### src/rtl/fecErrTrimPkg.sv
package fecErrTrimPkg;

  // Strobes from the control FSM to the datapath, one set per cycle.
  typedef struct packed {
    logic restart;  // accepted bit is bit 0 of a new block
    logic take;     // accepted bit belongs to the current block
    logic fwd;      // forward this bit's error value
    logic jam;      // this forwarded bit is the first of the block
    logic setFail;  // block ends without a qualifying run
    logic clrFail;  // new block clears a previous failure
  } trimCtrlT;

  typedef enum logic [1:0] {
    ST_IDLE  = 2'd0,  // between blocks, bits ignored
    ST_HUNT  = 2'd1,  // looking for the zero run
    ST_ARMED = 2'd2,  // run found, next bit is the first forwarded one
    ST_PASS  = 2'd3   // forwarding the rest of the block
  } trimStateT;

endpackage

### src/rtl/fecErrTrimDatapath.sv
module fecErrTrimDatapath
  import fecErrTrimPkg::*;
#(
  parameter int BLOCK_OCTETS = 48,
  parameter int RUN_BITS     = 40
) (
  input  logic     clk,
  input  logic     rstN,
  input  trimCtrlT ctrl,
  input  logic     rxBit,
  input  logic     fixBit,
  output logic     errBit,
  output logic     runNear,
  output logic     cntLast,
  output logic     patValid,
  output logic     patBit,
  output logic     jam,
  output logic     fail
);

  localparam int BLOCK_BITS = BLOCK_OCTETS * 8;
  localparam int CNT_W      = $clog2(BLOCK_BITS + 1);
  localparam int RUN_W      = $clog2(RUN_BITS + 1);
  localparam logic [RUN_W-1:0] RUN_MAX  = RUN_W'(RUN_BITS);
  localparam logic [RUN_W-1:0] RUN_NEAR = RUN_W'(RUN_BITS - 1);
  localparam logic [CNT_W-1:0] CNT_LAST = CNT_W'(BLOCK_BITS - 1);

  logic [RUN_W-1:0] runCnt;
  logic [RUN_W-1:0] runBase;
  logic [RUN_W-1:0] runNext;
  logic [CNT_W-1:0] bitCnt;
  logic [CNT_W-1:0] cntBase;

  // Error pattern: difference between received and corrected bit.
  assign errBit = rxBit ^ fixBit;

  // Registered position status; the control adjusts them for a restart.
  assign runNear = (runCnt == RUN_NEAR);
  assign cntLast = (bitCnt == CNT_LAST);

  always_comb begin
    runBase = ctrl.restart ? '0 : runCnt;
    cntBase = ctrl.restart ? '0 : bitCnt;
    if (errBit) begin
      runNext = '0;
    end else if (runBase == RUN_MAX) begin
      runNext = runBase;
    end else begin
      runNext = runBase + RUN_W'(1);
    end
  end

  always_ff @(posedge clk or negedge rstN) begin
    if (!rstN) begin
      runCnt <= '0;
      bitCnt <= '0;
    end else if (ctrl.take) begin
      runCnt <= runNext;
      bitCnt <= cntBase + CNT_W'(1);
    end
  end

  always_ff @(posedge clk or negedge rstN) begin
    if (!rstN) begin
      patValid <= 1'b0;
      patBit   <= 1'b0;
      jam      <= 1'b0;
      fail     <= 1'b0;
    end else begin
      patValid <= ctrl.fwd;
      patBit   <= ctrl.fwd & errBit;
      jam      <= ctrl.jam;
      if (ctrl.setFail) begin
        fail <= 1'b1;
      end else if (ctrl.clrFail) begin
        fail <= 1'b0;
      end
    end
  end

endmodule

### src/rtl/fecErrTrimControl.sv
module fecErrTrimControl
  import fecErrTrimPkg::*;
#(
  parameter int BLOCK_OCTETS = 48,
  parameter int RUN_BITS     = 40
) (
  input  logic     clk,
  input  logic     rstN,
  input  logic     blkStart,
  input  logic     inValid,
  input  logic     errBit,
  input  logic     runNear,
  input  logic     cntLast,
  output trimCtrlT ctrl
);

  localparam int   BLOCK_BITS  = BLOCK_OCTETS * 8;
  localparam logic RUN_OF_ONE  = (RUN_BITS == 1);
  localparam logic BLK_OF_ONE  = (BLOCK_BITS == 1);

  trimStateT state;
  trimStateT stateNext;
  logic      hunting;
  logic      runHit;
  logic      lastHit;

  always_comb begin
    ctrl         = '0;
    ctrl.restart = inValid & blkStart;
    ctrl.take    = ctrl.restart | (inValid & (state != ST_IDLE));
    hunting      = ctrl.restart | (state == ST_HUNT);
    runHit       = ~errBit & (ctrl.restart ? RUN_OF_ONE : runNear);
    lastHit      = ctrl.restart ? BLK_OF_ONE : cntLast;
    ctrl.fwd     = ctrl.take & ~ctrl.restart &
                   ((state == ST_ARMED) | (state == ST_PASS));
    ctrl.jam     = ctrl.fwd & (state == ST_ARMED);
    ctrl.setFail = ctrl.take & lastHit & hunting & ~runHit;
    ctrl.clrFail = ctrl.restart;
  end

  always_comb begin
    stateNext = state;
    if (ctrl.take) begin
      if (lastHit) begin
        stateNext = ST_IDLE;
      end else if (hunting) begin
        stateNext = runHit ? ST_ARMED : ST_HUNT;
      end else begin
        stateNext = ST_PASS;
      end
    end
  end

  always_ff @(posedge clk or negedge rstN) begin
    if (!rstN) begin
      state <= ST_IDLE;
    end else begin
      state <= stateNext;
    end
  end

endmodule

### src/rtl/fecErrTrim.sv
module fecErrTrim
  import fecErrTrimPkg::*;
#(
  parameter int BLOCK_OCTETS = 48,
  parameter int RUN_BITS     = 40
) (
  input  logic clk,
  input  logic rstN,
  input  logic blkStart,
  input  logic inValid,
  input  logic rxBit,
  input  logic fixBit,
  output logic patValid,
  output logic patBit,
  output logic jam,
  output logic fail
);

  trimCtrlT ctrl;
  logic     errBit;
  logic     runNear;
  logic     cntLast;

  fecErrTrimControl #(
    .BLOCK_OCTETS(BLOCK_OCTETS),
    .RUN_BITS    (RUN_BITS)
  ) u_control (
    .clk     (clk),
    .rstN    (rstN),
    .blkStart(blkStart),
    .inValid (inValid),
    .errBit  (errBit),
    .runNear (runNear),
    .cntLast (cntLast),
    .ctrl    (ctrl)
  );

  fecErrTrimDatapath #(
    .BLOCK_OCTETS(BLOCK_OCTETS),
    .RUN_BITS    (RUN_BITS)
  ) u_datapath (
    .clk     (clk),
    .rstN    (rstN),
    .ctrl    (ctrl),
    .rxBit   (rxBit),
    .fixBit  (fixBit),
    .errBit  (errBit),
    .runNear (runNear),
    .cntLast (cntLast),
    .patValid(patValid),
    .patBit  (patBit),
    .jam     (jam),
    .fail    (fail)
  );

endmodule

### config.mk
export PLATFORM = sky130hd
export DESIGN_NAME = fecErrTrim
export DESIGN_NICKNAME = d
export VERILOG_FILES = /design/src/rtl/fecErrTrimPkg.sv /design/src/rtl/fecErrTrimDatapath.sv /design/src/rtl/fecErrTrimControl.sv /design/src/rtl/fecErrTrim.sv
export SDC_FILE = /design/constraint.sdc
export NUM_CORES = 1
export LEC_CHECK = 0
export ABC_AREA = 1
export BUFFER_PORTS_ARGS = -buffer_cell sky130_fd_sc_hd__buf_2
export CAP_MARGIN = 10
export CORE_ASPECT_RATIO = 0.7
export CORE_MARGIN = 4
export CORE_UTILIZATION = 35
export CTS_CLUSTER_SIZE = 20
export DETAILED_ROUTE_END_ITERATION = 12
export SLEW_MARGIN = 20
export SYNTH_ARGS = -nofsm -noshare
export SYNTH_HDL_FRONTEND = slang
export SYNTH_SLANG_ARGS = --single-unit
### constraint.sdc
create_clock -name clk -period 1.5 [get_ports clk]
set_clock_uncertainty 0.1 [all_clocks]
set_input_delay 0.075 -clock clk [delete_from_list [all_inputs] [get_ports clk]]
set_output_delay 0.075 -clock clk [all_outputs]
set_load 0.02 [all_outputs]
==> After elaboration in Yosys (flattened, before gate mapping) <==
Index checks and enable logic that the tools add are counted.
{ "op_classes": {"addsub": 2, "multipliers": 0, "n_div": 0, "n_lt_le_gt_ge": 0, "n_eq_ne": 6, "shift": 0, "muxes": 11, "bitwise": 17, "n_reduce_logical": 2} }
{ "ops": {"columns": ["op", "count"], "rows": [
  ["$mux W6", 3],
  ["$eq A6 B6 Y1 const B", 2],
  ["$and A1 B1 Y1", 10],
  ["$add A9 B1 Y9 const B", 1],
  ["$eq A9 B9 Y1 const B", 1],
  ["$mux W9", 1],
  ["$add A6 B1 Y6 const B", 1],
  ["$mux W2", 3],
  ["$eq A2 B2 Y1 const B", 2],
  ["$mux W1", 4],
  ["$reduce_bool A2 Y1", 2],
  ["$not A1 Y1", 3],
  ["$or A1 B1 Y1", 3],
  ["$eq A2 B1 Y1 const B", 1],
  ["$xor A1 B1 Y1", 1]
]} }
{ "totals": {"ff_bits": 21, "latchBits": 0, "ram_bits": 0, "romBits": 0, "in_bits": 6, "output_inout_bits": 4, "elab_cells": 45, "memories": 0} }

==> Depth between registers and ports, before layout <==
{ "depth": {"ltp_word": 7, "mapped_depth": 12, "mapped_depth_nobuf": 11} }

==> Cells and area by module <==
From an unflattened synthesis, not the netlist that was laid out.
{ "hier_totals": {"cells_unflattened": 180, "area_unflattened_um2": 1330.0} }
{ "by_module_without_submodules": {"columns": ["mod", "instances", "cells_per_inst", "area_per_inst_um2", "seq_area_each_um2"], "rows": [
  ["fecErrTrimDatapath", 1, 152, 1158.6, 475.5],
  ["fecErrTrimControl", 1, 28, 171.4, 50.0]
]} }

==> Least setup slack after synthesis <==
OpenSTA, ideal clock, no wires.
{ "synth_timing": {"path_type": "register to register", "start": "register u_datapath.runCnt[1]", "end": "register u_datapath.runCnt[0]", "setup_time_ns": 0.126, "arrival_ns": 1.098, "required_ns": 1.274, "path_slack_ns": 0.176, "stages_incl_launch_ff": 8, "path_buffers": 0, "period_less_slack_ns": 1.324, "path_cell_list": "dfrtp_1 -> nand2_1 -> ha_1 -> nand3_1 -> nor2_2 -> nand2_1 -> nand3_1 -> o21ai_0"} }
{ "synth_via": {"elab_chain_cells": 4} }
{ "synth_lines": {"columns": ["element", "line", "rtl"], "rows": [
  ["start, declared", "fecErrTrimDatapath.sv:28", "logic [RUN_W-1:0] runCnt;"],
  ["start signal, assigned", "fecErrTrimDatapath.sv:58", "runCnt <= runNext;"],
  ["$mux W6", "fecErrTrimDatapath.sv:42", "runBase = ctrl.restart ? '0 : runCnt;"],
  ["$eq A6 B6 Y1", "fecErrTrimDatapath.sv:46", "end else if (runBase == RUN_MAX) begin"],
  ["$mux W6", "fecErrTrimDatapath.sv:46", null],
  ["$mux W6", "fecErrTrimDatapath.sv:44", "if (errBit) begin"]
]} }
Every way passes these cells.
A chain may end at the register's enable or synchronous reset.

==> Worst setup path in the final report <==
{ "layout_timing": {"start": "register u_datapath.runCnt[0]", "end": "register u_datapath.runCnt[0]"} }
{ "layout_via": {"elab_chain_cells": 4, "word_cells_on_any_way": 5, "cone_classes": "add/sub: 1; eq/ne: 1; mux: 3"} }
{ "layout_lines": {"columns": ["element", "line"], "rows": [
  ["$mux W6 *", "fecErrTrimDatapath.sv:42"],
  ["$add A6 B1 Y6 or $eq A6 B6 Y1 (tied branches)", "fecErrTrimDatapath.sv:49, fecErrTrimDatapath.sv:46"],
  ["$mux W6 *", "fecErrTrimDatapath.sv:46"],
  ["$mux W6 *", "fecErrTrimDatapath.sv:44"]
]} }
Mark *: on every way between the ends. The rest lies on a longest branch, timed or not.

==> flow_summary.ini <==
[finish]
design_area_um2 = 1470
n_fill_cell = 341
mostFrequentLayoutCells = nand2_1 (59), inv_1 (21), dfrtp_1 (21)
final_util = 0.451
drive_gt1_frac = 0.179
layout.cells.non_filler = 243
nets = 206
area_delta_synth_final_pct = 19.5
final_common_cell = nand2_1
num_antenna_cells = 0

[logic_synthesis]
yosysSeqAreaShare = 0.428
synth_seq_cells = 21
synthDistinctLibCells = 20
synth_area_um2 = 1230
syn_avg_cell_area_um2 = 6.98
syn-num-nets = 185
yosysWarnings = 0
netlist_instances = 176

[detailed_routing]
drt_first_pass_iters = 4
vias = 1146
drc = 0
first_iter_violations = 109
via_per_inst = 4.72
drt-total-wl_um = 2750
post_drt_wl_per_cell_um = 11.3
ant_nets = 0

[clock_network]
clock-sinks = 21
clkTransAtPathRegs_ns = 0.07
cts_made_buffers = 3
htreeDepth = 1
clock_tree.root_cell = clkbuf_8
clock_path_buffers = 2
clkLatencyLatePin_ns = 0.26
cts_tree = built

[power]
leakagePower_nw = 0.751
irDropWorstVdd_uv = 352
p_per_area_nw_per_um2 = 1030

[place]
dpl_cell_area_um2 = 1370
numPortBuffers = 9
place_congestion = 0.884
placed_cells = 237
dp_hpwl_um = 2070

[global_route]
grt_pass1_wl_um = 4690
track_usage = 0.131
grt_antenna_before_repair = 0
grt_max_degree = 22
grt_pass1_vias = 1075
grt_remaining_overflow = 0

[job]
maxCapViolCount = 0

[floorplan]
rows = 17
boundaryPins = 10
die_w_um = 78.8
initial_utilization = 0.378
coreArea_um2 = 3250
die_h_um = 57.6
die-area_um2 = 4540

[sta]
worst_pin_slew_ns = 0.494
finalCritPeriodShare = 0.965
slew_viol_final = 0
relSlewSlack = 0.670
fmax_mhz = 691
setup_viol = 0
fin_crit_ns = 1.45
rsz0062_at_grt = yes
tns_ns = 0
hold_viol_final = 0

[worst_setup_path]
critical_path_peak_fanout = 4
worst-endpoint-required_ns = 1.54
startpoint_type = flip-flop
crit_type = flip-flop to flip-flop
crit_arrival_ns = 1.49
worst_setup_path_end_kind = flip-flop

[min_path]
hp-class = input port to flip-flop

[status]
status = finished, final reports clean
layout make-up:
cell class / count / area (um2) / share of cell area
clock buffers: 4 / 45.0 / 0.0307
multi-input cells: 126 / 619 / 0.422
inverters: 27 / 101 / 0.0691
well taps: 47 / 58.8 / 0.0401
repair buffers: 18 / 118 / 0.0801
flip-flops and latches: 21 / 526 / 0.358
cells in the mapped netlist, drive strengths merged:
cell type | n | area, um2
nand3b | 1 | 7.51
ha | 3 | 37.5
buf | 2 | 12.5
nor2 | 23 | 91.3
a21oi | 2 | 10.0
nand4 | 3 | 18.8
nor3 | 4 | 20.0
o21ai | 10 | 50.0
nand3 | 15 | 87.6
xnor2 | 1 | 8.76
inv | 27 | 101
dfrtp | 21 | 526
nand2 | 61 | 231
xor2 | 3 | 26.3
metal layers:
layer | global-route usage | vias to the layer above | share of wire
met5 | 0 | - | 0
met4 | 0.0490 | 0 | 0.013
met3 | 0.0457 | 6 | 0.066
met2 | 0.192 | 34 | 0.43
met1 | 0.179 | 520 | 0.49
li1 | - | 586 | -
logic make-up after synthesis:
group,after synthesis,synth area share
buffers and inverters,29,0.0927
XOR/XNOR,4,0.0285
flip-flops,21,0.428
AO/OA/AOI/OAI,12,0.0489
AND/OR/NAND/NOR,107,0.372
adder cells (fa/ha/maj),3,0.0306
through the flow:
stage                     setup WS [ns]  hold WS (ns)  power, W
final                            0.0530        0.0105   0.00151
after global routing            -0.0548        0.0338   0.00163
after CTS                        0.0200      0.000340   0.00151
after detailed placement       -0.00642       -0.0235   0.00111
after global placement           0.0527       -0.0310   0.00110
after floorplan                   0.176        -0.321  0.000973
worst max-delay path, cell delays in order, from the launching register on:
cell,delay (ns)
dfrtp_1,0.39
inv_2,0.08
nor2_4,0.05
inv_1,0.08
ha_1,0.17
nand3_2,0.11
nor2_4,0.14
nand2_1,0.06
nand3_1,0.07
o21ai_0,0.08
sequential cells by signal, summed over array words and instances (netlist names):
signal	cells
u_control.state	2
u_datapath.fail	1
u_datapath.bitCnt	9
u_datapath.jam	1
u_datapath.patValid	1
u_datapath.patBit	1
u_datapath.runCnt	6
path summary, 6_finish.rpt:
path	from	end	slack (ns)	cells past startpoint
min in group asynchronous	rstN	u_datapath.patBit$_DFF_PN0_	0.22	2
setup reg to reg	u_datapath.runCnt[0]$_DFFE_PN0P_	u_datapath.runCnt[0]$_DFFE_PN0P_	0.05	9
hold reg to reg	u_datapath.fail$_DFFE_PN0P_	u_datapath.fail$_DFFE_PN0P_	0.38	2
max in group asynchronous	rstN	u_datapath.bitCnt[5]$_DFFE_PN0P_	0.74	2
setup / recovery	u_datapath.runCnt[0]$_DFFE_PN0P_	u_datapath.runCnt[0]$_DFFE_PN0P_	0.05	9
hold / removal	inValid	u_control.state[1]$_DFFE_PN0P_	0.01	4
what timing repair did:
action,CTS,global route
setup buffers,0,0
resized for setup,1,9
setup endpoints to repair,1,7
pin swaps,0,1
gates cloned,0,0
hold endpoints to repair,24,0
hold buffers,2,0
report_power, final:
part	switching (W)	internal, W	leakage (nW)
registers	0.0000601	0.000644	0.279
logic	0.000271	0.000165	0.449
clock network	0.000179	0.000189	0.0228
Note: power is estimated with default switching activity, not from simulation.
